$ cat src/rtl/ecp_fifo_pkg.sv
// Package: shared encodings for the tagged-byte FIFO.
// Assumes: write and read selects are decoded only through these enums.
package ecp_fifo_pkg;

    typedef enum logic [1:0] {
        WP_COMPAT = 2'b00,
        WP_DATA   = 2'b01,
        WP_TEST   = 2'b10,
        WP_NONE   = 2'b11
    } wr_port_e;

    typedef enum logic {
        RP_EXPAND = 1'b0,
        RP_RAW    = 1'b1
    } rd_port_e;

endpackage

$ cat src/rtl/ecp_wr_tagger.sv
// Module: turns a host write request into a push of a tagged word.
// Assumes: the data and compatibility ports carry plain data (tag high),
//          the test port carries an explicit tag, and the 11 code is idle.
module ecp_wr_tagger
    import ecp_fifo_pkg::*;
#(
    parameter int DATA_W = 8
) (
    input  logic              wr_en,
    input  logic [1:0]        wr_port,
    input  logic              wr_tag,
    input  logic [DATA_W-1:0] wr_data,
    output logic              push,
    output logic [DATA_W:0]   push_word
);

    // Decode the write source into a push request and the stored tag.
    always_comb begin
        push      = 1'b0;
        push_word = {1'b1, wr_data};
        case (wr_port_e'(wr_port))
            WP_COMPAT, WP_DATA: push = wr_en;
            WP_TEST: begin
                push      = wr_en;
                push_word = {wr_tag, wr_data};
            end
            default: push = 1'b0;
        endcase
    end

endmodule

$ cat src/rtl/ecp_fifo_store.sv
// Module: circular storage of DEPTH tagged words with wrap-bit pointers.
// Assumes: DEPTH is a power of two; pushes when full and pops when empty
//          are dropped here, so callers may request them freely.
module ecp_fifo_store #(
    parameter int DEPTH  = 16,
    parameter int WORD_W = 9
) (
    input  logic              clk,
    input  logic              rst_n,
    input  logic              push,
    input  logic [WORD_W-1:0] push_word,
    input  logic              pop,
    output logic [WORD_W-1:0] head_word,
    output logic              full,
    output logic              empty,
    output logic [$clog2(DEPTH):0] level
);

    localparam int AW = $clog2(DEPTH);

    logic [WORD_W-1:0] mem [DEPTH];
    logic [AW:0]       wr_ptr;
    logic [AW:0]       rd_ptr;
    logic              push_ok;
    logic              pop_ok;

    // Flags derived from the pointers: same index with a different wrap bit means full.
    always_comb begin
        empty   = (wr_ptr == rd_ptr);
        full    = (wr_ptr[AW] != rd_ptr[AW]) && (wr_ptr[AW-1:0] == rd_ptr[AW-1:0]);
        level   = wr_ptr - rd_ptr;
        push_ok = push && !full;
        pop_ok  = pop && !empty;
    end

    // Write the incoming word into the slot addressed by the write pointer.
    always_ff @(posedge clk) begin
        if (push_ok) begin
            mem[wr_ptr[AW-1:0]] <= push_word;
        end
    end

    // Advance the pointers on accepted pushes and pops.
    always_ff @(posedge clk) begin
        if (!rst_n) begin
            wr_ptr <= '0;
            rd_ptr <= '0;
        end else begin
            if (push_ok) wr_ptr <= wr_ptr + 1'b1;
            if (pop_ok)  rd_ptr <= rd_ptr + 1'b1;
        end
    end

    assign head_word = mem[rd_ptr[AW-1:0]];

endmodule

$ cat src/rtl/ecp_rle_reader.sv
// Module: read sequencer with run-length expansion and under-run hold.
// Assumes: head_word is valid whenever empty is low; a tag-low entry with
//          data bit 7 low is a repeat count and never reaches the host.
module ecp_rle_reader
    import ecp_fifo_pkg::*;
#(
    parameter int DATA_W = 8
) (
    input  logic              clk,
    input  logic              rst_n,
    input  logic              rd_en,
    input  logic              rd_port,
    input  logic [DATA_W:0]   head_word,
    input  logic              empty,
    output logic              pop,
    output logic [DATA_W-1:0] rd_data,
    output logic [DATA_W-1:0] rle_cnt
);

    logic [DATA_W-1:0] cnt_nxt;
    logic [DATA_W-1:0] last_nxt;
    logic [DATA_W-1:0] head_byte;
    logic              head_is_count;

    // Classify the head entry: tag low and top data bit low marks a count.
    always_comb begin
        head_byte     = head_word[DATA_W-1:0];
        head_is_count = !head_word[DATA_W] && !head_word[DATA_W-1];
    end

    // Decide pop, next counter and next output byte for this cycle's read.
    always_comb begin
        pop      = 1'b0;
        cnt_nxt  = rle_cnt;
        last_nxt = rd_data;
        if (rd_en && !empty) begin
            if (rd_port_e'(rd_port) == RP_RAW) begin
                pop      = 1'b1;
                last_nxt = head_byte;
            end else if (rle_cnt != '0) begin
                last_nxt = head_byte;
                cnt_nxt  = rle_cnt - 1'b1;
                pop      = (rle_cnt == {{(DATA_W-1){1'b0}}, 1'b1});
            end else if (head_is_count) begin
                pop     = 1'b1;
                cnt_nxt = {1'b0, head_byte[DATA_W-2:0]} + 1'b1;
            end else begin
                pop      = 1'b1;
                last_nxt = head_byte;
            end
        end
    end

    // Hold the repeat counter and the last delivered byte.
    always_ff @(posedge clk) begin
        if (!rst_n) begin
            rle_cnt <= '0;
            rd_data <= '0;
        end else begin
            rle_cnt <= cnt_nxt;
            rd_data <= last_nxt;
        end
    end

endmodule

$ cat src/rtl/ecp_rle_fifo.sv
// Module: top of the tagged-byte FIFO with run-length read expansion.
// Assumes: one host write and one host read may be requested per cycle;
//          rd_data is registered and follows a read by one clock.
module ecp_rle_fifo #(
    parameter int DATA_W = 8,
    parameter int DEPTH  = 16
) (
    input  logic              clk,
    input  logic              rst_n,
    input  logic              wr_en,
    input  logic [1:0]        wr_port,
    input  logic              wr_tag,
    input  logic [DATA_W-1:0] wr_data,
    input  logic              rd_en,
    input  logic              rd_port,
    output logic [DATA_W-1:0] rd_data,
    output logic              full,
    output logic              empty
);

    localparam int WORD_W = DATA_W + 1;
    localparam int AW     = $clog2(DEPTH);

    logic              push;
    logic [WORD_W-1:0] push_word;
    logic              pop;
    logic [WORD_W-1:0] head_word;
    logic [AW:0]       level;
    logic [DATA_W-1:0] rle_cnt;

    ecp_wr_tagger #(.DATA_W(DATA_W)) u_tagger (
        .wr_en     (wr_en),
        .wr_port   (wr_port),
        .wr_tag    (wr_tag),
        .wr_data   (wr_data),
        .push      (push),
        .push_word (push_word)
    );

    ecp_fifo_store #(.DEPTH(DEPTH), .WORD_W(WORD_W)) u_store (
        .clk       (clk),
        .rst_n     (rst_n),
        .push      (push),
        .push_word (push_word),
        .pop       (pop),
        .head_word (head_word),
        .full      (full),
        .empty     (empty),
        .level     (level)
    );

    ecp_rle_reader #(.DATA_W(DATA_W)) u_reader (
        .clk       (clk),
        .rst_n     (rst_n),
        .rd_en     (rd_en),
        .rd_port   (rd_port),
        .head_word (head_word),
        .empty     (empty),
        .pop       (pop),
        .rd_data   (rd_data),
        .rle_cnt   (rle_cnt)
    );

endmodule

$ cat config.mk
export PLATFORM = sky130hd
export DESIGN_NAME = ecp_rle_fifo
export DESIGN_NICKNAME = d
export VERILOG_FILES = /design/src/rtl/ecp_fifo_pkg.sv /design/src/rtl/ecp_wr_tagger.sv /design/src/rtl/ecp_fifo_store.sv /design/src/rtl/ecp_rle_reader.sv /design/src/rtl/ecp_rle_fifo.sv
export SDC_FILE = /design/constraint.sdc
export NUM_CORES = 1
export LEC_CHECK = 0
export ABC_CLOCK_PERIOD_IN_PS = 7000
export CAP_MARGIN = 0
export CORE_ASPECT_RATIO = 1.75
export CORE_MARGIN = 5
export CORE_UTILIZATION = 60
export CTS_CLUSTER_DIAMETER = 80
export CTS_CLUSTER_SIZE = 24
export DETAILED_ROUTE_END_ITERATION = 10
export GPL_TIMING_DRIVEN = 0
export PLACE_DENSITY = 0.83
export RECOVER_POWER = 50
export SKIP_CTS_REPAIR_TIMING = 1
export SYNTH_ARGS = -nofsm -noshare
export SYNTH_HDL_FRONTEND = slang
export SYNTH_HIERARCHICAL = 1
export SYNTH_SLANG_ARGS = --single-unit
$ cat constraint.sdc
create_clock -name clk -period 7 [get_ports clk]
set_input_delay 1.05 -clock clk [delete_from_list [all_inputs] [get_ports clk]]
set_output_delay 1.05 -clock clk [all_outputs]
set_load 0.02 [all_outputs]
### Word level (Yosys, flattened, before mapping)

Memories as Yosys holds them, arrays and structs flattened. A register that Yosys moved wholly into a read port is not among the register bits.
Cells that the tools add are included.

| cells by class | value |
|---|---|
| add/subtract/negate cells | 4 |
| equal/unequal tests | 7 |
| muxes and demuxes | 14 |
| bitwise gates (word level) | 1 |
| reduce and logical (&&, ||, !) cells | 15 |

Operators with widths:

| kind | count |
|---|---|
| $mux W8 | 5 |
| $add A5 B1 Y5 const B | 2 |
| $mux W9 | 1 |
| $add A7 B1 Y8 const B | 1 |
| $eq A8 B1 Y1 const B | 1 |
| $mux W4 | 2 |
| $reduce_bool A8 Y1 | 1 |
| $sub A8 B1 Y8 const B | 1 |
| $mux W1 | 6 |
| $eq A5 B5 Y1 | 1 |
| $logic_and A1 B1 Y1 | 5 |
| $eq A4 B4 Y1 | 1 |
| $logic_not A1 Y1 | 4 |
| $ne A3 B3 Y1 const B | 1 |
| $reduce_and A3 Y1 | 1 |
| $reduce_or A3 Y1 | 1 |
| $eq A2 B1 Y1 const B | 1 |
| $eq A2 B2 Y1 const B | 1 |
| $logic_not A2 Y1 | 1 |
| $reduce_and A2 Y1 | 1 |
| $reduce_bool A2 Y1 | 1 |
| $ne A1 B1 Y1 | 1 |
| $not A1 Y1 | 1 |

| word-level totals | value |
|---|---|
| register bits after elaboration | 26 |
| RAM bits | 144 |
| memories kept | 1 |

Memory list:

| memory | words | bits a word | read ports | clocked after memory_dff | write ports | line | source |
|---|---|---|---|---|---|---|---|
| u_store.mem | 16 | 9 | 1 | 1 | 1 | ecp_fifo_store.sv:21 | `logic [WORD_W-1:0] mem [DEPTH];` |

### Depth between registers and ports, before layout

Gate-level depths: netlist of the first run.

| depth | value |
|---|---|
| depth after elaboration | 7 |
| gate-level depth with buffers | 10 |

### Modules after synthesis

Netlist of the first run, hierarchy kept.

Modules (own cells, without submodules):

| module | instances | cells each | area each (sq um) | sequential area each (sq um) |
|---|---|---|---|---|
| ecp_fifo_store | 1 | 328 | 6,301.0 | 4,604.4 |
| ecp_rle_reader | 1 | 122 | 1,119.8 | 320.3 |
| ecp_wr_tagger | 1 | 10 | 76.3 | 0.0 |

### Least setup slack after synthesis of the first run

No wires, ideal clock.

| path | value |
|---|---|
| kind | input port to flip-flop |
| from | input wr_en |
| to | register u_store.wr_ptr[4] |
| arrival time | 2.845 ns |
| slack | 4.040 ns |
| cell stages on the path | 5 |
| cell sequence | a21boi_0 > nand2_1 > a211oi_1 > xor2_1 > and2_1 |

| on the way | value |
|---|---|
| word-level cells in the longest chain between the ends | 2 |

Ends and longest elaborated chain:

| item | line | source |
|---|---|---|
| from (decl) | ecp_rle_fifo.sv:10 | `input logic wr_en,` |
| $mux W1 | ecp_wr_tagger.sv:21 | `case (wr_port_e'(wr_port))` |
| $logic_and A1 B1 Y1 | ecp_fifo_store.sv:32 | `push_ok = push && !full;` |
| to (signal assigned) | ecp_fifo_store.sv:49 | `if (push_ok) wr_ptr <= wr_ptr + 1'b1;` |
| to (decl) | ecp_fifo_store.sv:22 | `logic [AW:0] wr_ptr;` |

Every way passes these cells.
A chain may end at the register's enable or synchronous reset.

### Final worst setup path of the first run

| path | value |
|---|---|
| from | input wr_port[1] |
| to | memory u_store.mem[3][5] (enable) |

| on the way | value |
|---|---|
| word-level cells in the longest chain between the ends | 6 |
| elaborated cells between the ends (all ways) | 8 |
| those cells by class | eq/ne: 2; mux: 3; reduce/logical: 3 |

Ends and longest elaborated chain:

| item | line | source |
|---|---|---|
| from (decl) | ecp_rle_fifo.sv:11 | `input logic [1:0] wr_port,` |
| $eq A2 B1 Y1, or another cell as far along | ecp_wr_tagger.sv:21 |  |
| $reduce_or A3 Y1 (no source line) * | -- |  |
| $mux W1 * | ecp_wr_tagger.sv:21 |  |
| via push | ecp_rle_fifo.sv:24 | `logic push;` |
| $logic_and A1 B1 Y1 * | ecp_fifo_store.sv:32 |  |
| $mux W1 * | ecp_fifo_store.sv:38 | `if (push_ok) begin` |
| $mux W1 (not written as such) * | ecp_fifo_store.sv:39 | `mem[wr_ptr[AW-1:0]] <= push_word;` |
| to (decl) | ecp_fifo_store.sv:21 |  |

The timed path passes the listed nets; every way through them passes the cells marked *.

==> results of run 1 <==
## per-stage QoR
stage / instance area (µm²) / setup WS (ns) / power [µW] / instances / hold WS [ns]
2_1_floorplan: 7418 / 4.040 / 1304 / 450 / 0.4852
3_3_place_gp: 7795 / 2.839 / 1360 / 632 / 0.4949
3_5_place_dp: 7807 / 2.968 / 1367 / 633 / 0.5058
4_1_cts: 8403 / 3.381 / 2296 / 665 / 0.5215
5_1_grt: 8366 / 3.303 / 2361 / 666 / 0.5520
6_report: 8366 / 3.355 / 2278 / 666 / 0.5139
## layer usage
layer,vias to the layer above,share of wire (%)
li1,1832,-
met1,2092,34
met2,206,55
met3,41,5.9
met4,0,5.5
met5,-,0
## how the worst min path moves through the flow
stage	end	cells after the start
3_3_place_gp	u_reader/rle_cnt[1]	1
5_1_grt	u_reader/rle_cnt[1]	1
3_5_place_dp	u_reader/rle_cnt[1]	1
4_1_cts	u_reader/rle_cnt[1]	1
2_1_floorplan	u_reader/rle_cnt[1]	1
6_report	u_reader/rd_data[0]	2
## where the power goes
| group | total [µW] | switching (µW) | internal (µW) |
|---|---|---|---|
| sequential | 1140 | 8.59 | 1130 |
| combinational | 198 | 117 | 81.1 |
| clock | 937 | 394 | 543 |
## area by class of cell
type / count / area (µm²) / share of cell area (%)
plain buffers: 27 / 133.9 / 1.600
clock buffers: 18 / 439.2 / 5.250
clock inverters: 14 / 156.4 / 1.870
inverters: 11 / 41.29 / 0.4936
multi-input cells: 238 / 2278 / 27.24
flip-flops and latches: 174 / 4925 / 58.87
well taps: 165 / 206.4 / 2.468
repair buffers: 19 / 185.2 / 2.214
## layout by cell type (no fill, tap or decap), types with 12 or more instances in the layout
cell type,instances
a22oi_1,18
clkbuf_1,13
clkbuf_16,17
dfxtp_1,30
edfxtp_1,144
ha_1,13
mux4_2,36
nand2_1,20
nand3_1,14
nor2_1,18
nor2b_1,12
## registers in the layout (all words and copies together), names as in the netlist, named ones only
| signal | count |
|---|---|
| u_reader/rd_data | 8 |
| u_reader/rle_cnt | 8 |
| u_store/mem | 144 |
| u_store/rd_ptr | 5 |
| u_store/wr_ptr | 5 |
## worst register-to-register path, stage by stage (launching register included)
cell and delay (ns):
dfxtp_1 0.31, clkbuf_2 0.24, buf_1 0.54, mux4_2 0.43, a22oi_1 0.20, nand2_1 0.15, nor2_1 0.63, a41oi_4 0.33
mux2i_1 0.25, nor2b_1 0.06
==> flow_summary.toml, run 1 <==
[worst_setup_path]
cp_top_family = "simple AND/OR/NAND/NOR gates"
r2r-end = "u_reader/rd_data[3]"
slowest_delay_ns = 1.08
critical_path.max_fanout = 9
critPathKind = "in2reg"
crit_cells = 5
cp-end-kind = "flop"
r2r_slack_ns = 3.76
crit_end = "u_store/mem[3][5]"
startpoint = "wr_port[1]"
cpMaxStageDelayCell = "nor3_1"
critPathArrivalTime_ns = 3.66
worst-r2r-cell-count = 9
crit_chain = "dlygate4sd3_1, a21boi_0, nand2_1, a21o_2, nor3_1"
critPathBufInv = 1
required_ns = 7.02
start_kind = "input port"

[global_route]
globalRoute.totalOverflow = 0
grt_max_degree = 17
grt_pass1_wl_um = 24190
antenna_found_initial = 0
grtUsageMet2_pct = 41.14
grt_pass1_vias = 4284
grt-busiest-layer = "met2"
met3_usage_pct = 5.452
grtUsageMet1_pct = 24.49
track_usage_pct = 23.01

[clock_network]
cts_buffer_depth = 2
root_buffer = "clkbuf_16"
cts.sinks = 174
cts_tree = "done"
htree_levels = 4
cts.clk_slew.worst_paths_ns = 0.07
cts_made_buffers = 17
worstSkewPairLatency_ns = 0.42

[timing]
timing.slew.headroom_pct = 4.194
fin_setup_tns_ns = 0
setup_viol = 0
timing.final.crit_share_pct = 52.07
fin_crit_ns = 3.645
tightest_slew_ns = 1.426
maxSlewViolCount = 0
hold_viol_final = 0
finClkSkew_ns = 0.009463
timing.fmax_mhz = 274.3
rsz0062_at_grt = "false"

[cells_and_area]
fillers = 811
finalNetCount = 517
diodes = 0
area_growth_pct = 12.77
layout-drive-gt1-share_pct = 19.16
fin_util_pct = 69.31

[detailed_routing]
drtIter0Drc = 332
routed_wl_um = 15850
final_antenna_net_count = 0
first_pass_iters = 6
drc = 0
num_vias = 4171
wl_per_cell_um = 23.79
vias_per_cell = 6.263

[power_and_ir_drop]
powerDensity_mw_per_mm2 = 272.3
p_leak_uw = 0.002755
max-vdd-ir-drop_mv = 0.2360

[floorplanning]
die_x_um = 94.06
die_y_um = 157.1
die_area_mm2 = 0.01478
core_area_mm2 = 0.01207
io_pins = 26
start_util_pct = 61.47
floorplan.rows = 53

[place]
gp_congestion = 0.9037
dp_hpwl_um = 11140
portBuffers = 17

[yosys]
syn-num-nets = 479
yosys_warnings = 6
syn_area_mm2 = 0.007418
synth_cells = 450
avgSynthCellArea_um2 = 16.49

[run]
drv_cap = 0

[min_path]
hp-class = "reg2reg"
hp-start = "u_reader/rd_data[0]"

[outcome]
status = "completed"
(Power assumes the default switching activity.)
==> run 2: changes to the inputs <==
--- a/config.mk
+++ b/config.mk
@@ -5,16 +5,16 @@
 export SDC_FILE = /design/constraint.sdc
 export NUM_CORES = 1
 export LEC_CHECK = 0
-export ABC_CLOCK_PERIOD_IN_PS = 7000
+export ABC_CLOCK_PERIOD_IN_PS = 3150
 export CAP_MARGIN = 0
 export CORE_ASPECT_RATIO = 1.75
 export CORE_MARGIN = 5
-export CORE_UTILIZATION = 60
+export CORE_UTILIZATION = 55
 export CTS_CLUSTER_DIAMETER = 80
 export CTS_CLUSTER_SIZE = 24
 export DETAILED_ROUTE_END_ITERATION = 10
 export GPL_TIMING_DRIVEN = 0
-export PLACE_DENSITY = 0.83
+export PLACE_DENSITY = 0.81
 export RECOVER_POWER = 50
 export SKIP_CTS_REPAIR_TIMING = 1
 export SYNTH_ARGS = -nofsm -noshare
==> constraint.sdc (replaced) <==
create_clock -name clk -period 3.15 [get_ports clk]
set_input_delay 0.4725 -clock clk [delete_from_list [all_inputs] [get_ports clk]]
set_output_delay 0.4725 -clock clk [all_outputs]
set_load 0.02 [all_outputs]
==> run 2 against run 1 <==
Against the previous run: die area increased by 8.3%; worst hold slack about the same; worst setup slack got worse by 3.1 ns; sequential share of layout area about the same; count of clock-buffer cells in the layout increased by 1; largest power group unchanged.
==> flow_summary.toml, run 2 (synthesized netlist as in run 1, its figures left out) <==
[clock_network]
cts.sinks = 174
cts.clk_slew.worst_paths_ns = 0.07
cts_tree = "done"
cts_made_buffers = 17
root_buffer = "clkbuf_16"
worstSkewPairLatency_ns = 0.42
cts_buffer_depth = 2
htree_levels = 4

[place]
place_area_mm2 = 0.007819
dp_hpwl_um = 10590
gp_congestion = 0.9134
portBuffers = 17

[cells_and_area]
most-common-layout-cells = "edfxtp_1, mux4_2, dfxtp_1, nand2_1"
fin_util_pct = 62.86
largest_register_ffs = 144
fillers = 933
layout-drive-gt1-share_pct = 20.56
multi_input_area_mm2 = 0.002295
regArea_mm2 = 0.004925
diodes = 0
area_growth_pct = 12.80
finalNetCount = 517
fin_area_mm2 = 0.008368
final_common_cell = "edfxtp_1"

[global_route]
grt_max_degree = 17
antenna_found_initial = 0
globalRoute.totalOverflow = 0
grt_pass1_wl_um = 23380
track_usage_pct = 19.84
grt_pass1_vias = 4138

[worst_setup_path]
cp-end-kind = "flop"
critical_path.max_fanout = 10
required_ns = 3.52
start_kind = "flop"
critPathArrivalTime_ns = 3.31
critPathKind = "reg2reg"

[detailed_routing]
routed_wl_um = 14820
vias_per_cell = 6.001
drtIter0Drc = 434
drc = 0
wl_per_cell_um = 21.96
first_pass_iters = 5
final_antenna_net_count = 0
num_vias = 4051

[floorplanning]
core_area_mm2 = 0.01331
die_area_mm2 = 0.01600
die_x_um = 97.79
floorplan.rows = 56
start_util_pct = 55.72
die_y_um = 163.6
io_pins = 26

[timing]
finClkSkew_ns = 0.008643
tightest_slew_ns = 0.8761
setup_viol = 0
maxSlewViolCount = 0
timing.final.crit_share_pct = 93.37
fin_crit_ns = 2.941
rsz0062_at_grt = "false"
hold_viol_final = 0
timing.slew.headroom_pct = 41.38
timing.fmax_mhz = 340.0

[outcome]
status = "completed"

[power_and_ir_drop]
p_leak_uw = 0.002759
powerDensity_mw_per_mm2 = 588.7
max-vdd-ir-drop_mv = 0.3779

[run]
drv_cap = 0

[min_path]
hp-class = "reg2reg"
==> run 2: changes by cell type in the layout (fill, tap and decap cells not counted), moves of 2 or more <==
cell / previous run / this run
and2_0: 4 / 1
and2_1: 5 / 8
bufinv_16: 2 / 0
clkinv_1: 2 / 0
inv_4: 0 / 2
inv_6: 3 / 5
inv_8: 2 / 0
nor3_1: 5 / 3
nor3_2: 3 / 5
==> run 2: critical path, cell delays in order (launching register included) <==
cell and delay [ns]:
dfxtp_1 0.31, buf_4 0.21, buf_4 0.27, mux4_2 0.58, a22oi_1 0.18, nand2_1 0.16
or2_2 0.35, or4_1 0.51, a31oi_1 0.18, o211a_1 0.15
==> run 2: final timing paths <==
kind / from / end / slack (ns) / cells past startpoint
max: flop / u_reader/rle_cnt[5] / 0.21 / 9
min: u_reader/rd_data[3] / u_reader/rd_data[3] / 0.51 / 2
max reg2reg: flop / u_reader/rle_cnt[5] / 0.21 / 9
min reg2reg: u_reader/rd_data[3] / u_reader/rd_data[3] / 0.51 / 2
==> run 2: area by class of cell <==
| type | instances | area share, % |
|---|---|---|
| sequential | 174 | 58.85 |
| multi-input combinational | 238 | 27.42 |
| clock buffer | 19 | 5.547 |
| tap | 174 | 2.602 |
| timing repair buffer | 19 | 2.168 |
| buffer | 27 | 1.705 |
| clock inverter | 13 | 1.211 |
| inverter | 11 | 0.4934 |
==> run 2: power by group <==
| part | leakage, µW | switching [µW] | internal, µW |
|---|---|---|---|
| combinational | 0.000934 | 254 | 183 |
| sequential | 0.00154 | 19.0 | 2520 |
| clock | 0.000285 | 857 | 1090 |
| total | 0.00276 | 1130 | 3800 |
==> run 2: metal layers <==
metal / part of all wire, % / global-route usage [%]
met2: 55 / 35.85
met4: 5.3 / 12.60
met3: 4.9 / 3.077
met1: 35 / 21.49
met5: 0 / 0
==> run 2: metrics by stage <==
step                      total power (µW)  setup TNS, ns  hold WS [ns]  std cells  setup WS [ns]
after floorplan                       2898              0        0.4852        450         0.5630
after global placement                3021         -12.00        0.4986        641        -0.4295
after detailed placement              3034         -9.344        0.5067        642        -0.3012
after CTS                             4970       -0.02646        0.3552        674       -0.01105
after global routing                  5112              0        0.5388        675        0.03876
final                                 4927              0        0.5142        675         0.2089
==> run 3: changes to the inputs <==
--- a/config.mk
+++ b/config.mk
@@ -16,6 +16,7 @@
 export GPL_TIMING_DRIVEN = 0
 export PLACE_DENSITY = 0.81
 export RECOVER_POWER = 50
+export SETUP_SLACK_MARGIN = 0.4
 export SKIP_CTS_REPAIR_TIMING = 1
 export SYNTH_ARGS = -nofsm -noshare
 export SYNTH_HDL_FRONTEND = slang
==> constraint.sdc (replaced) <==
create_clock -name clk -period 3.15 [get_ports clk]
set_input_delay 0.63 -clock clk [delete_from_list [all_inputs] [get_ports clk]]
set_output_delay 0.63 -clock clk [all_outputs]
set_load 0.02 [all_outputs]
==> run 3 against run 2 <==
Against the previous run: fmax rose by 7.3%; die area is the same; power grew 1.3%; worst hold slack got worse by 0.0015 ns; non-clock buffer count rose by 17; clock power about the same; final area is 2.8% higher; flip-flop and latch count unchanged; worst setup slack better by 0.20 ns; critical endpoint unchanged; largest power group unchanged.
==> flow_summary.toml, run 3 (synthesized netlist as in run 1, its figures left out) <==
[timing]
finClkSkew_ns = 0.008642
setup_slack_ns = 0.4099
hold_viol_final = 0
timing.fmax_mhz = 364.9
maxSlewViolCount = 0
timing.slew.headroom_pct = 41.76
setup_viol = 0
tightest_slew_ns = 0.8705
rsz0062_at_grt = "true"
hold_ws_ns = 0.5127
fin_crit_ns = 2.740
timing.final.crit_share_pct = 86.99

[floorplanning]
core_area_mm2 = 0.01331
floorplan.rows = 56
die_x_um = 97.79
die_y_um = 163.6
io_pins = 26
die_area_mm2 = 0.01600
start_util_pct = 55.72

[cells_and_area]
fin_cells = 692
largest_register_ffs = 144
final_common_cell = "edfxtp_1"
area_growth_pct = 15.94
layout-drive-gt1-share_pct = 26.06
finalNetCount = 534
diodes = 0
fillers = 893
most-common-layout-cells = "edfxtp_1, mux4_2, dfxtp_1, buf_4"

[worst_setup_path]
critPathKind = "reg2reg"
crit_chain = "buf_12, buf_12, mux4_2, a22oi_2, nand2_2, or2_2, or4_1, a31oi_1, o211a_1"
crit_top_cell = "buf_12"
critPathArrivalTime_ns = 3.11
worst-r2r-cell-count = 9
required_ns = 3.52
r2r_slack_ns = 0.41
cp_top_family = "simple AND/OR/NAND/NOR gates"
critical_path.max_fanout = 8
critPathBufInv = 2
slowest_delay_ns = 0.52
cpMaxStageDelayCell = "mux4_2"
cp-end-kind = "flop"
r2r-end = "u_reader/rle_cnt[5]"
start_kind = "flop"

[place]
portBuffers = 17
pre_cts_slack_ns = -0.4587
dpl.cell_count = 642
dp_hpwl_um = 10590
gp_congestion = 0.9134

[detailed_routing]
num_vias = 4216
final_antenna_net_count = 0
first_pass_iters = 8
drtIter0Drc = 441
drc = 0
vias_per_cell = 6.092
wl_per_cell_um = 22.79
routed_wl_um = 15770

[global_route]
globalRoute.totalOverflow = 0
track_usage_pct = 19.84
grt_max_degree = 17
grt_pass1_vias = 4138
grt_pass1_wl_um = 23380
antenna_found_initial = 0

[run]
drv_cap = 0

[clock_network]
cts.clk_slew.worst_paths_ns = 0.07
cts.sinks = 174
cts_made_buffers = 17
htree_levels = 4
worstSkewPairLatency_ns = 0.42
cts_buffer_depth = 2
cts_tree = "done"
root_buffer = "clkbuf_16"

[min_path]
hp-class = "reg2reg"
worstHoldEndpoint = "u_reader/rd_data[3]"
hold_depth = 2
hp-start = "u_reader/rd_data[3]"

[power_and_ir_drop]
p_leak_uw = 0.002872
powerDensity_mw_per_mm2 = 580.3
max-vdd-ir-drop_mv = 0.3797

[outcome]
status = "completed"
## run 3: changes by cell type in the layout (fill, tap and decap cells not counted), sizes merged
cell and delta:
buf +17, clkdlybuf4s50 -2, clkbuf +1, dlymetal6s2s +1
## run 3: metrics by stage
| step | total power, µW | util (%) | TNS (ns) | instance area (µm²) |
|---|---|---|---|---|
| after floorplan | 2898 | - | 0 | 7418 |
| after global placement | 3021 | 58.64 | -19.25 | 7806 |
| after detailed placement | 3034 | 58.73 | -16.14 | 7819 |
| after CTS | 4970 | 62.98 | -0.5469 | 8384 |
| after global routing | 5184 | 64.61 | 0 | 8601 |
| final | 4991 | 64.61 | 0 | 8601 |
## run 3: cell type report
cell class	count	area [µm²]	share of cell area, %
flip-flops and latches	174	4926	57.27
repair buffers	36	306.5	3.564
clock inverters	13	101.3	1.178
clock buffers	19	464.2	5.397
plain buffers	27	198.9	2.313
multi-input cells	238	2345	27.26
inverters	11	41.29	0.4801
well taps	174	217.7	2.531
## run 3: how the worst max path moves through the flow
stage	slack (ns)	start	cells after the start	to
floorplan	0.56	flop	9	u_reader/rle_cnt[5]
global placement	-0.59	wr_en	6	u_store/wr_ptr[4]
finish	0.41	flop	9	u_reader/rle_cnt[5]
global route	0.31	flop	9	u_reader/rle_cnt[5]
CTS	-0.03	wr_en	4	u_store/mem[1][1]
detailed placement	-0.46	wr_en	4	u_store/mem[0][1]
## run 3: routing by layer
layer | GRT usage [%] | share of wire [%] | up-vias
met1 | 21.49 | 35 | 2111
met2 | 35.85 | 56 | 183
met5 | 0 | 0 | -
met3 | 3.077 | 4.6 | 48
met4 | 12.60 | 4.7 | 0
li1 | - | - | 1874
## run 3: where the power goes
group / switching (µW) / total, µW / internal, µW
Sequential: 19.9 / 2540 / 2520
Clock: 869 / 1960 / 1090
Combinational: 271 / 489 / 217
Total: 1160 / 4990 / 3830
## run 3: worst register-to-register path, cell delays in order (launching register included)
cell and delay (ns):
dfxtp_2 0.34, buf_12 0.13, buf_12 0.13, mux4_2 0.52
a22oi_2 0.23, nand2_2 0.14, or2_2 0.35, or4_1 0.51
a31oi_1 0.18, o211a_1 0.15
